===== config.mk =====
export PLATFORM = sky130hd
export DESIGN_NAME = mem_bus_if
export DESIGN_NICKNAME = d
export VERILOG_FILES = /design/src/rtl/mem_bus_pkg.sv /design/src/rtl/hi_byte_latch.sv /design/src/rtl/range_decoder.sv /design/src/rtl/wr_commit.sv /design/src/rtl/mem_bus_if.sv
export SDC_FILE = /design/constraint.sdc
export NUM_CORES = 1
export LEC_CHECK = 0
export BUFFER_PORTS_ARGS = -buffer_cell sky130_fd_sc_hd__buf_2
export CAP_MARGIN = 40
export CELL_PAD_IN_SITES_DETAIL_PLACEMENT = 0
export CELL_PAD_IN_SITES_GLOBAL_PLACEMENT = 1
export CORE_MARGIN = 1.5
export CORE_UTILIZATION = 35
export DETAILED_ROUTE_END_ITERATION = 7
export PLACE_DENSITY = 0.84
export SKIP_LAST_GASP = 1
export SYNTH_ARGS = -nofsm -noshare
export SYNTH_HDL_FRONTEND = slang
export SYNTH_SLANG_ARGS = --single-unit

===== constraint.sdc =====
create_clock -name clk -period 2.7 [get_ports clk]
set_input_delay 0.27 -clock clk [delete_from_list [all_inputs] [get_ports clk]]
set_output_delay 0.27 -clock clk [all_outputs]
set_load 0.03 [all_outputs]

===== src/rtl/mem_bus_pkg.sv =====
package mem_bus_pkg;
  localparam int unsigned BYTE_W = 8;
  localparam int unsigned ADDR_W = 2 * BYTE_W;

  typedef logic [BYTE_W-1:0] byte_t;
  typedef logic [ADDR_W-1:0] addr_t;

  // Convert a pin level into its asserted meaning.
  function automatic logic lvl_to_act(input logic lvl, input logic act_low);
    return act_low ? ~lvl : lvl;
  endfunction
endpackage


===== src/rtl/hi_byte_latch.sv =====
module hi_byte_latch #(
  parameter int unsigned W = 8
) (
  input  logic         clk,
  input  logic         rst_n,
  input  logic         tpa_i,
  input  logic [W-1:0] abus_i,
  output logic [W-1:0] hi_o,
  output logic [W-1:0] hi_next_o,
  output logic         fall_o
);
  logic         tpa_q;
  logic [W-1:0] abus_q;
  logic [W-1:0] hi_q, hi_n;
  logic         fall;

  // Trailing edge: pulse was high last cycle, low now.
  assign fall = tpa_q & ~tpa_i;

  always_comb begin
    hi_n = hi_q;
    if (fall) hi_n = abus_q;
  end

  always_ff @(posedge clk or negedge rst_n) begin
    if (!rst_n) begin
      tpa_q  <= 1'b0;
      abus_q <= '0;
      hi_q   <= '0;
    end else begin
      tpa_q  <= tpa_i;
      abus_q <= abus_i;
      hi_q   <= hi_n;
    end
  end

  assign hi_o      = hi_q;
  assign hi_next_o = abus_q;
  assign fall_o    = fall;
endmodule


===== src/rtl/range_decoder.sv =====
module range_decoder #(
  parameter int unsigned           W      = 8,
  parameter int unsigned           N      = 2,
  parameter logic [N*W-1:0]        BASES  = '0,
  parameter logic [N*W-1:0]        LASTS  = '1
) (
  input  logic         clk,
  input  logic         rst_n,
  input  logic         load_i,
  input  logic [W-1:0] page_i,
  output logic [N-1:0] sel_o
);
  logic [N-1:0] hit;
  logic [N-1:0] pick;
  logic [N-1:0] sel_q, sel_n;

  for (genvar g = 0; g < N; g++) begin : g_cmp
    localparam logic [W-1:0] LO = BASES[g*W +: W];
    localparam logic [W-1:0] HI = LASTS[g*W +: W];
    assign hit[g] = (page_i >= LO) && (page_i <= HI);
  end

  // Lowest index wins on overlap.
  always_comb begin
    logic taken;
    taken = 1'b0;
    pick  = '0;
    for (int i = 0; i < int'(N); i++) begin
      if (hit[i] && !taken) begin
        pick[i] = 1'b1;
        taken   = 1'b1;
      end
    end
  end

  always_comb begin
    sel_n = sel_q;
    if (load_i) sel_n = pick;
  end

  always_ff @(posedge clk or negedge rst_n) begin
    if (!rst_n) sel_q <= '0;
    else        sel_q <= sel_n;
  end

  assign sel_o = sel_q;
endmodule


===== src/rtl/wr_commit.sv =====
module wr_commit #(
  parameter int unsigned AW = 16,
  parameter int unsigned DW = 8
) (
  input  logic          clk,
  input  logic          rst_n,
  input  logic          wr_act_i,
  input  logic          sel_any_i,
  input  logic [AW-1:0] addr_i,
  input  logic [DW-1:0] data_i,
  output logic          we_o,
  output logic [AW-1:0] waddr_o,
  output logic [DW-1:0] wdata_o
);
  logic          wr_q;
  logic          wsel_q, wsel_n;
  logic [AW-1:0] wa_q, wa_n;
  logic [DW-1:0] wd_q, wd_n;
  logic          we_q, we_n;

  always_comb begin
    wa_n   = wa_q;
    wd_n   = wd_q;
    wsel_n = wsel_q;
    if (wr_act_i) begin
      wa_n   = addr_i;
      wd_n   = data_i;
      wsel_n = sel_any_i;
    end
    // Commit on the strobe's trailing edge only.
    we_n = wr_q & ~wr_act_i & wsel_q;
  end

  always_ff @(posedge clk or negedge rst_n) begin
    if (!rst_n) begin
      wr_q   <= 1'b0;
      wsel_q <= 1'b0;
      wa_q   <= '0;
      wd_q   <= '0;
      we_q   <= 1'b0;
    end else begin
      wr_q   <= wr_act_i;
      wsel_q <= wsel_n;
      wa_q   <= wa_n;
      wd_q   <= wd_n;
      we_q   <= we_n;
    end
  end

  assign we_o    = we_q;
  assign waddr_o = wa_q;
  assign wdata_o = wd_q;
endmodule


===== src/rtl/mem_bus_if.sv =====
module mem_bus_if
  import mem_bus_pkg::*;
#(
  parameter int unsigned             N_RGN      = 2,
  parameter logic [N_RGN*BYTE_W-1:0] RGN_BASE   = {8'h20, 8'h00},
  parameter logic [N_RGN*BYTE_W-1:0] RGN_LAST   = {8'h7F, 8'h1F},
  parameter bit                      RD_ACT_LOW = 1'b1,
  parameter bit                      WR_ACT_LOW = 1'b1,
  parameter bit                      CS_ACT_LOW = 1'b1
) (
  input  logic              clk,
  input  logic              rst_n,
  input  logic              tpa_i,
  input  logic [7:0]        abus_i,
  input  logic              rd_strb_i,
  input  logic              wr_strb_i,
  input  logic [7:0]        dbus_i,
  input  logic [7:0]        mem_rdata_i,
  output logic [15:0]       addr_o,
  output logic [N_RGN-1:0]  cs_o,
  output logic              mem_we_o,
  output logic [15:0]       mem_waddr_o,
  output logic [7:0]        mem_wdata_o,
  output logic              dbus_oe_o,
  output logic [7:0]        dbus_o
);
  byte_t             hi_byte;
  byte_t             hi_cand;
  logic              tpa_fall;
  logic [N_RGN-1:0]  sel;
  logic              sel_any;
  logic              rd_act;
  logic              wr_act;

  assign rd_act = lvl_to_act(rd_strb_i, RD_ACT_LOW);
  assign wr_act = lvl_to_act(wr_strb_i, WR_ACT_LOW);

  hi_byte_latch #(.W(BYTE_W)) u_hi (
    .clk       (clk),
    .rst_n     (rst_n),
    .tpa_i     (tpa_i),
    .abus_i    (abus_i),
    .hi_o      (hi_byte),
    .hi_next_o (hi_cand),
    .fall_o    (tpa_fall)
  );

  range_decoder #(
    .W     (BYTE_W),
    .N     (N_RGN),
    .BASES (RGN_BASE),
    .LASTS (RGN_LAST)
  ) u_dec (
    .clk    (clk),
    .rst_n  (rst_n),
    .load_i (tpa_fall),
    .page_i (hi_cand),
    .sel_o  (sel)
  );

  assign sel_any = |sel;
  assign addr_o  = {hi_byte, abus_i};

  wr_commit #(.AW(ADDR_W), .DW(BYTE_W)) u_wr (
    .clk       (clk),
    .rst_n     (rst_n),
    .wr_act_i  (wr_act),
    .sel_any_i (sel_any),
    .addr_i    (addr_o),
    .data_i    (dbus_i),
    .we_o      (mem_we_o),
    .waddr_o   (mem_waddr_o),
    .wdata_o   (mem_wdata_o)
  );

  // Only an asserted read strobe opens the drivers.
  assign dbus_oe_o = rd_act & sel_any;
  assign dbus_o    = dbus_oe_o ? mem_rdata_i : '0;

  for (genvar g = 0; g < N_RGN; g++) begin : g_cs
    if (CS_ACT_LOW) begin : g_low
      assign cs_o[g] = ~sel[g];
    end else begin : g_high
      assign cs_o[g] = sel[g];
    end
  end
endmodule


[Yosys cells after proc, flatten, opt, wreduce, memory -nomap -nowiden]
Cells that the tools add are included.
Operators by class
  $add $sub $neg: 0
  multiply operators: 0
  divide/modulo/power cells: 0
  $lt $le $gt $ge: 4
  eq/ne operators: 0
  shift operators: 0
  multiplexer cells: 3
  bitwise logic cells: 9
  reduce and logical (&&, ||, !) cells: 5
Operators with widths (number)
  $ge 8x1->1 const B: 1
  $ge 8x6->1 const B: 1
  $le 8x5->1 const B: 1
  $le 8x7->1 const B: 1
  $mux 8: 1
  $not 1->1: 5
  $and 1x1->1: 4
  $logic_and 1x1->1: 3
  $mux 1: 2
  $reduce_or 2->1: 1
  $logic_not 1->1: 1
Word-level totals
  flip-flop bits (word level): 46
  bits in latches: 0
  bits in writable memories: 0
  bits in read-only memories: 0
  input port bits: 29
  output and inout bits: 52
  word-level logic and storage cells: 30
  memories kept: 0

[Logic depth before layout (Yosys ltp)]
  depth after elaboration: 6
  mapped depth: 4
  mapped depth without buffers: 2

[Modules after synthesis]
Synthesis repeated with hierarchy kept, for this count alone.
Second synthesis, totals
  cells, all modules: 112
  area total of the unflattened synthesis: 1894.3 sq um
By module, submodules not included
  wr_commit: times used 1, cells each 56, area an instance 1088.5 sq um, seq. area each 675.6 sq um
  hi_byte_latch: times used 1, cells each 27, area an instance 579.3 sq um, seq. area each 425.4 sq um
  mem_bus_if: times used 1, cells each 21, area an instance 143.9 sq um, seq. area each 0.0 sq um
  range_decoder: times used 1, cells each 8, area an instance 82.6 sq um, seq. area each 50.0 sq um

[Worst setup path before layout]
No wires, ideal clock.
  path type: input to output
  start: input rd_strb_i
  end: output dbus_o[0]
  arrival: 0.980 ns
  required time: 2.430 ns
  slack: 1.450 ns
  cell stages on the path: 2
  path buffers: 0
  cell sequence: o21ba_2 > and2_1
Between the ends
  cells in the longest elaborated chain, start to end: 3
Ends and longest elaborated chain
  from (decl): RTL line mem_bus_if.sv:15  | input logic rd_strb_i,
  $not 1->1: RTL line mem_bus_pkg.sv:10  | return act_low ? ~lvl : lvl;
  $and 1x1->1: RTL line mem_bus_if.sv:77  | assign dbus_oe_o = rd_act & sel_any;
  $mux 8: RTL line mem_bus_if.sv:78  | assign dbus_o = dbus_oe_o ? mem_rdata_i : '0;
  to (decl): RTL line mem_bus_if.sv:25  | output logic [7:0] dbus_o
Every way passes these cells.

[Worst setup path in the final report]
  start: register u_dec.sel_q[0], in the netlist u_dec.sel_o[0]
  end: output dbus_o[6]
Between the ends
  cells in the longest elaborated chain, start to end: 3
Ends and longest elaborated chain
  from (decl): RTL line range_decoder.sv:15  | logic [N-1:0] sel_q, sel_n;
  from (signal assigned): RTL line range_decoder.sv:43  | else sel_q <= sel_n;
  $reduce_or 2->1: RTL line mem_bus_if.sv:61  | assign sel_any = |sel;
  $and 1x1->1: RTL line mem_bus_if.sv:77
  $mux 8: RTL line mem_bus_if.sv:78
Every way passes these cells.

==> results.md <==
* # diodes at 0
* Slowest cell on crit path: dfrtp_1
* Die height at between 70 and 80 um
* CP max FO at 9
* H-tree levels at 2
* Net count after synthesis at roughly 140
* Core area at 5070 um^2
* Setup violators final at 0
* Int Pwr at roughly 1.1 mW
* Worst-margin pin slew at slightly below 800 ps
* Post-CTS setup buffers at 0
* Die Wd at between 70 and 80 um
* Clock power frac at around a quarter
* Largest stage delay, worst path at 400 ps
* Critical path startpoint category: flip-flop
* Initial core utilization at roughly 36%
* Root Buffer: clkbuf_8
* Initial antenna violation count at 0
* Clk_skew at between 10 and 15 ps
* Number of gates resized after CTS at 0
* FMAX at 640 MHz
* Comb power frac at between 20% and 30%
* Max VDD drop at between 200 and 300 uV
* Worst Path Buf+Inv at 1
* Ports at 81
* Period minus WS final at between 1500 and 2000 ps
* Post-Route WL at about 3.2 mm
* Grt ovf at 0
* Final nets at roughly 220
* Worst Setup End Kind: output port
* Share of layout cells above drive strength 1 at between 60% and 70%
* Worst min-delay path category: input pin to flip-flop
* Delay-heaviest family, CP: flip-flops
* Worst-path clk slew at around 90 ps
* Pwr dens at 716 nW/um^2
* Final Cell Area at about 2300 um^2
* Total iterations of the first detailed-routing run at 4
* TritonCTS Buffers at 5
* TritonCTS Sinks at between 40 and 50
* GP Congestion at roughly 0.7
* Post-Syn Area at 1830 um^2
* Reg power frac at about half
* Routed WL per cell at ~12 um
* DP Area at about 2200 um^2
* CTS tree: yes
* DRT iter0 DRCs at 47
* Dominant cell type by area after synthesis: dfrtp_1
* Syn_area_per_cell at ~17 um^2
* Core Util, Final at 46.0%
* Final period util at a little under 60%
* Yosys cell types at 16
* Rel. slew slack at between 40% and 50%
* Vias per cell at about 4.3
* Vias in the first global route at 1005
* Num rows at 26
* Setup TNS at 0 ps
* Post-route ant nets at 0
* Most frequent cells in the layout: 80 x buf_2, 46 x dfrtp_1, 17 x mux2_4
* DRC at 0
* WP data required at roughly 2400 ps
* Via count at approximately 1100
* Most common cell after layout, fill and taps aside: buf_2
* Kind of critical path: flip-flop to output port
* Fin Hold WS at a little under 100 ps
* NetSw at roughly 0.53 mW
* MaxCap Viol Count at 0
* Post-Synthesis Cells at 110
* Max Slew Vio Count at 0
* Crit path DAT at approximately 1300 ps
* Crit-path cells: o21ba_2 -> and2_1 -> buf_2
* Yosys reg bits at 46
* Worst-Skew Late Latency at roughly 300 ps
* First-pass GRT wire length at 4.86 mm
* Die area at about 5700 um^2
* Post-DP HPWL at approximately 2.3 mm
* Syn. warnings at 0
* Status: finished, final reports clean
* I/O Buffers at 80
* Tot GR Track Use at between 10% and 20%
* Fill cells at between 400 and 500
* RSZ-0062 raised after global routing: false
* Top post-synthesis cells by area: dfrtp_1 63%, mux2_4 14%, mux2_2 9.9%
* Max clock buf depth at 2
* Hold Fails Final Rpt at 0
* Sw Share at 31.7%
* Sequential fraction of the synthesis area at ~63%
* Leakage at between 1 and 1.5 nW
* Area grow syn2layout at 27.7%
* Largest net degree at the start of global routing at 28
* Post-synth top area share at roughly 63%
-- through the flow --
stage / instances / total power [mW] / worst slack, ps
5_1_grt: 258 / 1.76 / 1060
3_3_place_gp: 248 / 1.25 / 1310
3_5_place_dp: 249 / 1.27 / 1270
6_report: 258 / 1.67 / 1140
4_1_cts: 258 / 1.69 / 1120
2_1_floorplan: 110 / 1.13 / 1450
-- cell usage after synthesis --
cell type / instances
buf_4: 8
a31oi_1: 1
nor2b_1: 1
o21bai_1: 1
nor3_1: 1
inv_1: 3
nand2b_4: 1
buf_12: 1
mux2_4: 17
o21ba_2: 1
mux2_2: 16
mux2i_1: 1
dfrtp_1: 46
and3_1: 1
and2_1: 8
buf_6: 3
-- layer usage --
metal	vias up	routed length, um	global-route usage [%]	part of all wire (%)
li1	515	-	-	-
met1	556	1460	14.3	46
met2	38	1540	19.2	48
met3	3	170	3.75	5.3
met4	0	26	4.76	0.81
met5	-	0	0	0
-- final timing paths --
| path | from | endpoint | cells after the start | slack (ps) |
|---|---|---|---|---|
| setup / recovery | u_dec.sel_o[0] | dbus_o[6] | 3 | 1140 |
| hold / removal | abus_i[3] | u_hi.hi_next_o[3] | 1 | 100 |
| setup reg to reg | u_hi.tpa_q | u_hi.hi_o[2] | 2 | 1680 |
| hold reg to reg | u_hi.hi_next_o[3] | u_hi.hi_o[3] | 1 | 480 |
| max in group asynchronous | rst_n | u_hi.hi_o[1] | 3 | 1710 |
| min in group asynchronous | rst_n | u_wr.waddr_o[12] | 2 | 480 |
-- power by group through the flow --
| stage | registers [mW] | logic [mW] | clock network [mW] |
|---|---|---|---|
| finish | 0.813 | 0.436 | 0.422 |
| global route | 0.824 | 0.466 | 0.467 |
| CTS | 0.814 | 0.441 | 0.437 |
| detailed placement | 0.828 | 0.439 | 0 |
| global placement | 0.825 | 0.428 | 0 |
| floorplan | 0.957 | 0.175 | 0 |
-- state kept, by name (all words and copies together) (netlist names) --
signal / cells
u_wr.we_o: 1
u_wr.wdata_o: 8
u_hi.hi_next_o: 8
u_wr.wsel_q: 1
u_wr.wr_q: 1
u_wr.waddr_o: 16
u_dec.sel_o: 2
u_hi.tpa_q: 1
u_hi.hi_o: 8
-- repair_timing --
| item | 4_1_cts | 5_1_grt |
|---|---|---|
| endpoints found under the setup margin | 0 | 0 |
| endpoints found under the hold margin | 22 | 0 |
| hold buffers | 1 | 0 |
-- layout make-up --
cell class / instances / area [um^2] / area share (%)
sequential: 46 / 1150 / 49.3
multi-input combinational: 49 / 551 / 23.6
timing repair buffer: 82 / 438 / 18.8
tap: 70 / 87.6 / 3.75
clock buffer: 6 / 82.6 / 3.54
clock inverter: 2 / 12.5 / 0.536
inverter: 3 / 11.3 / 0.483
-- cell families after synthesis --
group | count (synthesis) | share of synthesized area (%)
multiplexers | 34 | 24.4
AND/OR/NAND/NOR | 12 | 4.45
flip-flops | 46 | 63.0
buffers and inverters | 15 | 6.85
AO/OA/AOI/OAI | 3 | 1.30
No activity file was read; power rests on OpenSTA's default activity.
